==> src/rtl/win_addr_pkg.sv <==
// Shared types for the windowed address counter.
// Assumes: bit 0 of the direction field is the horizontal axis and bit 1 the vertical axis.
package win_addr_pkg;
    typedef struct packed {
        logic v_up;   // 1: vertical address increments
        logic h_up;   // 1: horizontal address increments
    } step_dir_t;

    typedef enum logic {
        AXIS_H = 1'b0,
        AXIS_V = 1'b1
    } axis_e;
endpackage

==> src/rtl/win_bound.sv <==
// Holds the window bounds for one axis.
// Values above LAST are clamped to LAST. A start above the end gives a one-position window at the start.
// Assumes: synchronous active-low reset; after reset the bounds cover the full axis.
module win_bound #(
    parameter int W    = 8,
    parameter int LAST = 239
) (
    input  logic         clk,
    input  logic         rst_n,
    input  logic         load,
    input  logic [W-1:0] start_in,
    input  logic [W-1:0] end_in,
    output logic [W-1:0] lo,
    output logic [W-1:0] hi
);
    localparam logic [W-1:0] LAST_V = W'(LAST);

    logic [W-1:0] start_c;
    logic [W-1:0] end_c;

    // Clamp both incoming bounds to the array limit.
    always_comb begin
        start_c = (start_in > LAST_V) ? LAST_V : start_in;
        end_c   = (end_in   > LAST_V) ? LAST_V : end_in;
    end

    // Capture the bounds, collapsing an inverted pair onto its start.
    always_ff @(posedge clk) begin
        if (!rst_n) begin
            lo <= '0;
            hi <= LAST_V;
        end else if (load) begin
            lo <= start_c;
            hi <= (start_c > end_c) ? start_c : end_c;
        end
    end


    bound_order_chk: assert property (@(posedge clk) disable iff (!rst_n)
        load && (start_in <= LAST_V) && (start_in > end_in) |=> (lo == hi));

    bound_limit_chk: assert property (@(posedge clk) disable iff (!rst_n)
        (hi <= LAST_V) && (lo <= hi));
endmodule

==> src/rtl/axis_step.sv <==
// Works out the next address for one axis.
// Also flags whether the axis sits at the window edge its direction faces, so the other axis can carry.
// Assumes: lo <= hi. Addresses outside the window are handled with >= / <= edge tests.
module axis_step #(
    parameter int W = 8
) (
    input  logic [W-1:0] cur,
    input  logic [W-1:0] lo,
    input  logic [W-1:0] hi,
    input  logic         up,
    output logic         at_edge,
    output logic [W-1:0] nxt
);
    // Edge test and next value, independent of any enable.
    always_comb begin
        if (up) begin
            at_edge = (cur >= hi);
            nxt     = at_edge ? lo : cur + W'(1);
        end else begin
            at_edge = (cur <= lo);
            nxt     = at_edge ? hi : cur - W'(1);
        end
    end
endmodule

==> src/rtl/win_addr_ctr.sv <==
// Windowed address counter for a frame memory of H_LAST+1 by V_LAST+1 pixels.
// Each write strobe steps the chosen axis. At a window edge that axis wraps and the other axis carries.
// Assumes: synchronous active-low reset. An address load takes priority over a write in the same cycle.
module win_addr_ctr
    import win_addr_pkg::*;
#(
    parameter int H_W    = 8,
    parameter int V_W    = 9,
    parameter int H_LAST = 239,
    parameter int V_LAST = 319
) (
    input  logic           clk,
    input  logic           rst_n,
    input  logic           win_load,
    input  logic [H_W-1:0] win_h_start,
    input  logic [H_W-1:0] win_h_end,
    input  logic [V_W-1:0] win_v_start,
    input  logic [V_W-1:0] win_v_end,
    input  logic           addr_load,
    input  logic [H_W-1:0] addr_h_in,
    input  logic [V_W-1:0] addr_v_in,
    input  logic [1:0]     step_dir,
    input  logic           vert_step,
    input  logic           wr_strobe,
    output logic [H_W-1:0] addr_h,
    output logic [V_W-1:0] addr_v
);
    localparam logic [H_W-1:0] H_LAST_V = H_W'(H_LAST);
    localparam logic [V_W-1:0] V_LAST_V = V_W'(V_LAST);

    step_dir_t      dir;
    axis_e          major;
    logic [H_W-1:0] h_lo, h_hi, h_nxt, h_ld;
    logic [V_W-1:0] v_lo, v_hi, v_nxt, v_ld;
    logic           h_edge, v_edge, h_move, v_move;

    assign dir   = step_dir_t'(step_dir);
    assign major = axis_e'(vert_step);

    win_bound #(.W(H_W), .LAST(H_LAST)) u_hwin (
        .clk(clk), .rst_n(rst_n), .load(win_load),
        .start_in(win_h_start), .end_in(win_h_end), .lo(h_lo), .hi(h_hi)
    );
    win_bound #(.W(V_W), .LAST(V_LAST)) u_vwin (
        .clk(clk), .rst_n(rst_n), .load(win_load),
        .start_in(win_v_start), .end_in(win_v_end), .lo(v_lo), .hi(v_hi)
    );

    axis_step #(.W(H_W)) u_hstep (
        .cur(addr_h), .lo(h_lo), .hi(h_hi), .up(dir.h_up), .at_edge(h_edge), .nxt(h_nxt)
    );
    axis_step #(.W(V_W)) u_vstep (
        .cur(addr_v), .lo(v_lo), .hi(v_hi), .up(dir.v_up), .at_edge(v_edge), .nxt(v_nxt)
    );

    // Decide which axes move: the major axis always moves, the minor one only on a carry.
    always_comb begin
        h_move = (major == AXIS_H) ? 1'b1 : v_edge;
        v_move = (major == AXIS_V) ? 1'b1 : h_edge;
    end

    // Clamp directly loaded addresses to the array.
    always_comb begin
        h_ld = (addr_h_in > H_LAST_V) ? H_LAST_V : addr_h_in;
        v_ld = (addr_v_in > V_LAST_V) ? V_LAST_V : addr_v_in;
    end

    // Address register: a load has priority, otherwise step on a write.
    always_ff @(posedge clk) begin
        if (!rst_n) begin
            addr_h <= '0;
            addr_v <= '0;
        end else if (addr_load) begin
            addr_h <= h_ld;
            addr_v <= v_ld;
        end else if (wr_strobe) begin
            if (h_move) addr_h <= h_nxt;
            if (v_move) addr_v <= v_nxt;
        end
    end


    load_val_chk: assert property (@(posedge clk) disable iff (!rst_n)
        addr_load && (addr_h_in <= H_LAST_V) && (addr_v_in <= V_LAST_V)
        |=> (addr_h == $past(addr_h_in)) && (addr_v == $past(addr_v_in)));

    addr_range_chk: assert property (@(posedge clk) disable iff (!rst_n)
        (addr_h <= H_LAST_V) && (addr_v <= V_LAST_V) || !$past(rst_n));

    idle_hold_chk: assert property (@(posedge clk) disable iff (!rst_n)
        !addr_load && !wr_strobe |=> $stable(addr_h) && $stable(addr_v));

    h_minor_hold_chk: assert property (@(posedge clk) disable iff (!rst_n)
        wr_strobe && !addr_load && !vert_step && !h_edge |=> $stable(addr_v));

    h_wrap_chk: assert property (@(posedge clk) disable iff (!rst_n)
        wr_strobe && !addr_load && !vert_step && h_edge && step_dir[0]
        |=> addr_h == $past(h_lo));

    v_minor_hold_chk: assert property (@(posedge clk) disable iff (!rst_n)
        wr_strobe && !addr_load && vert_step && !v_edge |=> $stable(addr_h));
endmodule

==> config.mk <==
export PLATFORM = sky130hd
export DESIGN_NAME = win_addr_ctr
export DESIGN_NICKNAME = d
export VERILOG_FILES = /design/src/rtl/win_addr_pkg.sv /design/src/rtl/win_bound.sv /design/src/rtl/axis_step.sv /design/src/rtl/win_addr_ctr.sv
export SDC_FILE = /design/constraint.sdc
export NUM_CORES = 1
export LEC_CHECK = 0
export BUFFER_PORTS_ARGS = -buffer_cell sky130_fd_sc_hd__clkbuf_2
export CELL_PAD_IN_SITES_DETAIL_PLACEMENT = 2
export CELL_PAD_IN_SITES_GLOBAL_PLACEMENT = 2
export CORE_MARGIN = 8
export CORE_UTILIZATION = 34
export CTS_CLUSTER_SIZE = 16
export DETAILED_ROUTE_END_ITERATION = 7
export GPL_TIMING_DRIVEN = 0
export PLACE_DENSITY = 0.85
export SKIP_CTS_REPAIR_TIMING = 1
export SLEW_MARGIN = 20
export SYNTH_ARGS = -nofsm -noshare
export SYNTH_HDL_FRONTEND = slang
export SYNTH_SLANG_ARGS = --single-unit
==> constraint.sdc <==
create_clock -name clk -period 3.1 [get_ports clk]
set_input_delay 0.155 -clock clk [delete_from_list [all_inputs] [get_ports clk]]
set_output_delay 0.155 -clock clk [all_outputs]
set_load 0.02 [all_outputs]
== Word-level counts from Yosys, hierarchy flattened ==
Cells that the tools add are included.
Cells by class
  $add $sub $neg: 4
  reductions and logical operators: 5
  $lt $le $gt $ge: 12
  muxes and demuxes: 24
Operators by type and width (count)
  9-bit 2-to-1 mux: 10
  8-bit 2-to-1 mux: 10
  9-bit greater-than comparator (second input constant): 3
  8-bit greater-than comparator (second input constant): 3
  9-bit by 1-bit adder with 9-bit output (second input constant): 1
  9-bit greater-or-equal comparator: 1
  9-bit greater-than comparator: 1
  9-bit less-or-equal comparator: 1
  9-bit by 1-bit subtractor with 9-bit output (second input constant): 1
  8-bit by 1-bit adder with 8-bit output (second input constant): 1
  8-bit greater-or-equal comparator: 1
  8-bit greater-than comparator: 1
  8-bit less-or-equal comparator: 1
  8-bit by 1-bit subtractor with 8-bit output (second input constant): 1
  2-bit nonzero test: 3
  1-bit 2-to-1 mux: 4
  2-bit AND reduction: 2
Word-level totals
  word-level logic and storage cells: 51
  bits in registers: 51

== Logic depth before layout (Yosys ltp) ==
  depth after elaboration: 6
  gate-level depth with buffers: 13
  mapped depth without buffers: 12

== By module ==
A second synthesis with hierarchy kept.
Second synthesis, totals
  cells, all modules: 594
  area total of the unflattened synthesis: 4843.4 um^2
By module, submodules not included
  win_bound (u_vwin): instances 1, sequential area each 360.3 um^2, area each 1073.5 um^2, cells each 128
  win_bound (u_hwin): instances 1, sequential area each 320.3 um^2, area each 1029.7 um^2, cells each 124
  axis_step (u_vstep): instances 1, sequential area each 0.0 um^2, area each 1021.0 um^2, cells each 136
  axis_step (u_hstep): instances 1, sequential area each 0.0 um^2, area each 888.4 um^2, cells each 118
  win_addr_ctr: instances 1, sequential area each 340.3 um^2, area each 830.8 um^2, cells each 88

== Least setup slack after synthesis ==
OpenSTA, ideal clock, no wires.
  kind: flip-flop to flip-flop
  from: register addr_h[0]
  to: register addr_v[3]
  data required time: 2.983 ns
  buffers on the path: 0
  library setup time: 0.117 ns
  cell stages (with the launch flop): 10
  arrival time: 2.446 ns
  path slack: 0.536 ns
  cell sequence: dfxtp_1 inv_1 ha_1 nand2b_1 a2111oi_2 o311ai_2 or3_4 o211ai_1 o21ai_0 a32o_1
On the way
  cells in the longest elaborated chain, start to end: 5
  elaborated cells between the ends (all ways): 6
  those cells by class: 2 x order compare; 2 x mux; 2 x reduce/logical
RTL lines
  start, declared: line win_addr_ctr.sv:25  | output logic [H_W-1:0] addr_h,
  start signal, assigned: line win_addr_ctr.sv:74  | addr_h <= h_ld;
  start signal, assigned: line win_addr_ctr.sv:77  | if (h_move) addr_h <= h_nxt;
  8-bit less-or-equal comparator or 8-bit greater-or-equal comparator (tied branches): line axis_step.sv:20, axis_step.sv:17
  1-bit 2-to-1 mux *: line axis_step.sv:16  | if (up) begin
  1-bit 2-to-1 mux *: line win_addr_ctr.sv:59  | v_move = (major == AXIS_V) ? 1'b1 : h_edge;
  2-bit nonzero test (no source line) *
  2-bit AND reduction (no source line) *
  end signal, assigned: line win_addr_ctr.sv:75  | addr_v <= v_ld;
  end signal, assigned: line win_addr_ctr.sv:78  | if (v_move) addr_v <= v_nxt;
  end, declared: line win_addr_ctr.sv:26  | output logic [V_W-1:0] addr_v
Mark *: on every way between the ends. The rest lies on a longest branch, timed or not.
A chain may end at the register's enable or synchronous reset.

== Worst setup path in the final report ==
Ends and elaborated chain as after synthesis.

==> flow_summary.ini <==
[final_layout]
utilization = 0.395
nets = 828
diodes = 0
drive_above_1_share = 0.182
syn_to_final_growth_pct = 15.5

[pwr]
seqPwrFrac = 0.310
comb_power_share = 0.473
clockPowerShare = 0.217
p_sw_w = 0.00116
intPower_w = 0.00153
power_w = 0.00268
p_sw_frac = 0.431
power.density_nw_per_um2 = 474
ir_worst_vdd_uv = 215
leakage_nw = 2.59

[setup_path]
critPathSlowestCell = dfxtp_1
start_kind = flop
critPathMaxStageDelay_ns = 0.47
path_cells = inv_1 -> ha_1 -> nand2b_1 -> a2111oi_4 -> o311ai_2 -> or3_4 -> o211ai_1 -> o21ai_0 -> a32o_1
cp_num_buf_inv = 1
cp.required_ns = 3.30
cp_max_fo = 7
worstPathArrival_ns = 3.23
endpoint_kind = flop
crit_family = compound AO/OA/AOI/OAI gates
path_class = reg2reg

[floorplan]
core_um2 = 14300
start_util = 0.342
ios = 76
dieArea_um2 = 18500
die_w_um = 136
row_count = 44
dieHeight_um = 136

[global_routing]
grt_pass1_vias = 5702
grt_pass1_wl_um = 30800
grt_usage = 0.207
grt.overflow.total = 0
antenna_found_initial = 0
grt_max_degree = 17

[synth]
ys_seq_area_frac = 0.209
avgSynthCellArea_um2 = 7.73
yosys.area.top_type = dfxtp_1
synth_area_leaders = dfxtp_1 21%, ha_1 14%, mux2i_1 6.1%, nor2_1 5.2%, inv_1 4.6%
synth_edf_count = 0
synth_flop_cell = dfxtp_1
yosys_warnings = 0
synth_seq_cells = 51
netlist_area_um2 = 4890
syn_inst = 633
synth_cell_types = 70
async_flop_share = 0
synth_top_area_share = 0.209
syn-num-nets = 747

[detailed_routing]
wl_per_cell_um = 21.4
via_per_inst = 5.66
ant_nets = 0
vias = 5092
dr.pass1.iters = 4
first_iter_violations = 261
drc = 0
wl_um = 19200

[sta]
skew_ns = 0.00775
rsz0062_at_grt = false
setup_ws_ns = 0.0657
worstMarginPinSlew_ns = 0.680
finalHoldViolations = 0
setup_viol = 0
final.period_utilization = 0.979
tns_ns = 0
relSlewSlack = 0.547
final.min_clock_period_ns = 3.03
clock.fmax_mhz = 330
finalMaxSlewViolations = 0

[placement]
place_hpwl_um = 15600
gp_congestion = 0.881
pre_cts_ws_ns = 0.0285
portBuffers = 74

[status]
status = finished, final reports clean

[cts]
clk_pin_slew_ns = 0.08
clk_latency_ns = 0.30
cts_buffer_depth = 2
clock_sinks = 51
clock-root-buffer = clkbuf_16
cts_buffers = 5
cts_tree = built
htreeDepth = 2

[worst_hold_path]
hold_class = in2reg

[job]
cap_viol_max_count = 0
[per-stage QoR]
| stage | hold slack (ns) | std cells | instance area [um^2] |
|---|---|---|---|
| floorplan | 0.302 | 633 | 4890 |
| global placement | 0.430 | 891 | 5500 |
| detailed placement | 0.462 | 891 | 5500 |
| CTS | 0.146 | 899 | 5640 |
| global route | 0.172 | 899 | 5650 |
| finish | 0.149 | 899 | 5650 |
[synth_stat cells, drive strengths merged (17+ instances only)]
master  instances
a211oi         28
a21oi          24
buf            17
clkbuf         17
dfxtp          51
ha             55
inv            60
mux2i          30
nand2          41
nand3          19
nor2           71
o21ai          47
[power groups by stage]
| stage | combinational, W | sequential, W | clock, W |
|---|---|---|---|
| 5_1_grt | 0.00139 | 0.000840 | 0.000608 |
| 3_3_place_gp | 0.00114 | 0.000836 | 0 |
| 2_1_floorplan | 0.000829 | 0.000837 | 0 |
| 4_1_cts | 0.00126 | 0.000829 | 0.000584 |
| 6_report | 0.00127 | 0.000831 | 0.000582 |
| 3_5_place_dp | 0.00123 | 0.000842 | 0 |
[worst reg2reg max path: cells and delay by family, from the launching register on]
kind | cells | cell delay (ns)
AOI/OAI and AO/OA | 5 | 1.26
adders and majority gates | 1 | 0.34
buffers and inverters | 1 | 0.23
DFF | 1 | 0.47
and+or+nand+nor | 2 | 0.62
[registers in the layout (all words and copies together), names as in the netlist]
signal	cells
addr_h	8
addr_v	9
u_hwin.hi	8
u_hwin.lo	8
u_vwin.hi	9
u_vwin.lo	9
[kinds of logic after synthesis]
group,after synthesis,synth area share
flops,51,0.209
compound gates,172,0.247
mux,31,0.0637
xor+xnor,25,0.0447
simple gates,203,0.210
buf+inv,96,0.0856
fa+ha+maj,55,0.141
[per-layer routing]
layer | up-vias | share of wire | global-route usage
li1 | 2416 | - | -
met1 | 2551 | 0.45 | 0.263
met2 | 106 | 0.49 | 0.360
met3 | 19 | 0.048 | 0.0262
met4 | 0 | 0.016 | 0.0531
met5 | - | 0 | 0
[layout by cell type (no fill, tap or decap), drive strengths merged, types with 2 or more instances in the layout]
cell type,n
nand4,11
a32o,4
clkinv,2
and2,2
o21ai,47
o21bai,2
o221ai,3
nand2b,6
o21a,10
a31o,2
dfxtp,51
a2111oi,2
nor3,11
or3,7
xor2,13
o211ai,8
a21o,13
a21oi,24
nand3,19
buf,17
nor2b,8
a31oi,10
o31ai,2
nor4,5
nor3b,3
nand2,41
ha,55
and4,3
inv,61
xnor2,12
nor2,71
a211oi,28
or2,9
and3,3
a211o,8
clkbuf,97
mux2i,30
o311ai,2
[path summary, 6_finish.rpt]
path | from | end | slack, ns | depth (start not counted)
min | addr_v_in[1] | addr_v[1]$_SDFFE_PN0P_ | 0.15 | 3
max reg2reg | addr_h[0]$_SDFFE_PN0P_ | addr_v[3]$_SDFFE_PN0P_ | 0.07 | 9
max | addr_h[0]$_SDFFE_PN0P_ | addr_v[3]$_SDFFE_PN0P_ | 0.07 | 9
min reg2reg | u_hwin.lo[7]$_SDFFE_PN0P_ | u_hwin.lo[7]$_SDFFE_PN0P_ | 0.52 | 2
[layout make-up]
class / instances / area [um^2]
fill: 1722 / 8660
multi-input combinational: 486 / 3470
sequential: 51 / 1020
timing repair buffer: 74 / 370
inverter: 62 / 233
tap: 184 / 230
buffer: 34 / 186
clock buffer: 6 / 129
clock inverter: 2 / 16.3
Power figures use the tool's default switching activity.
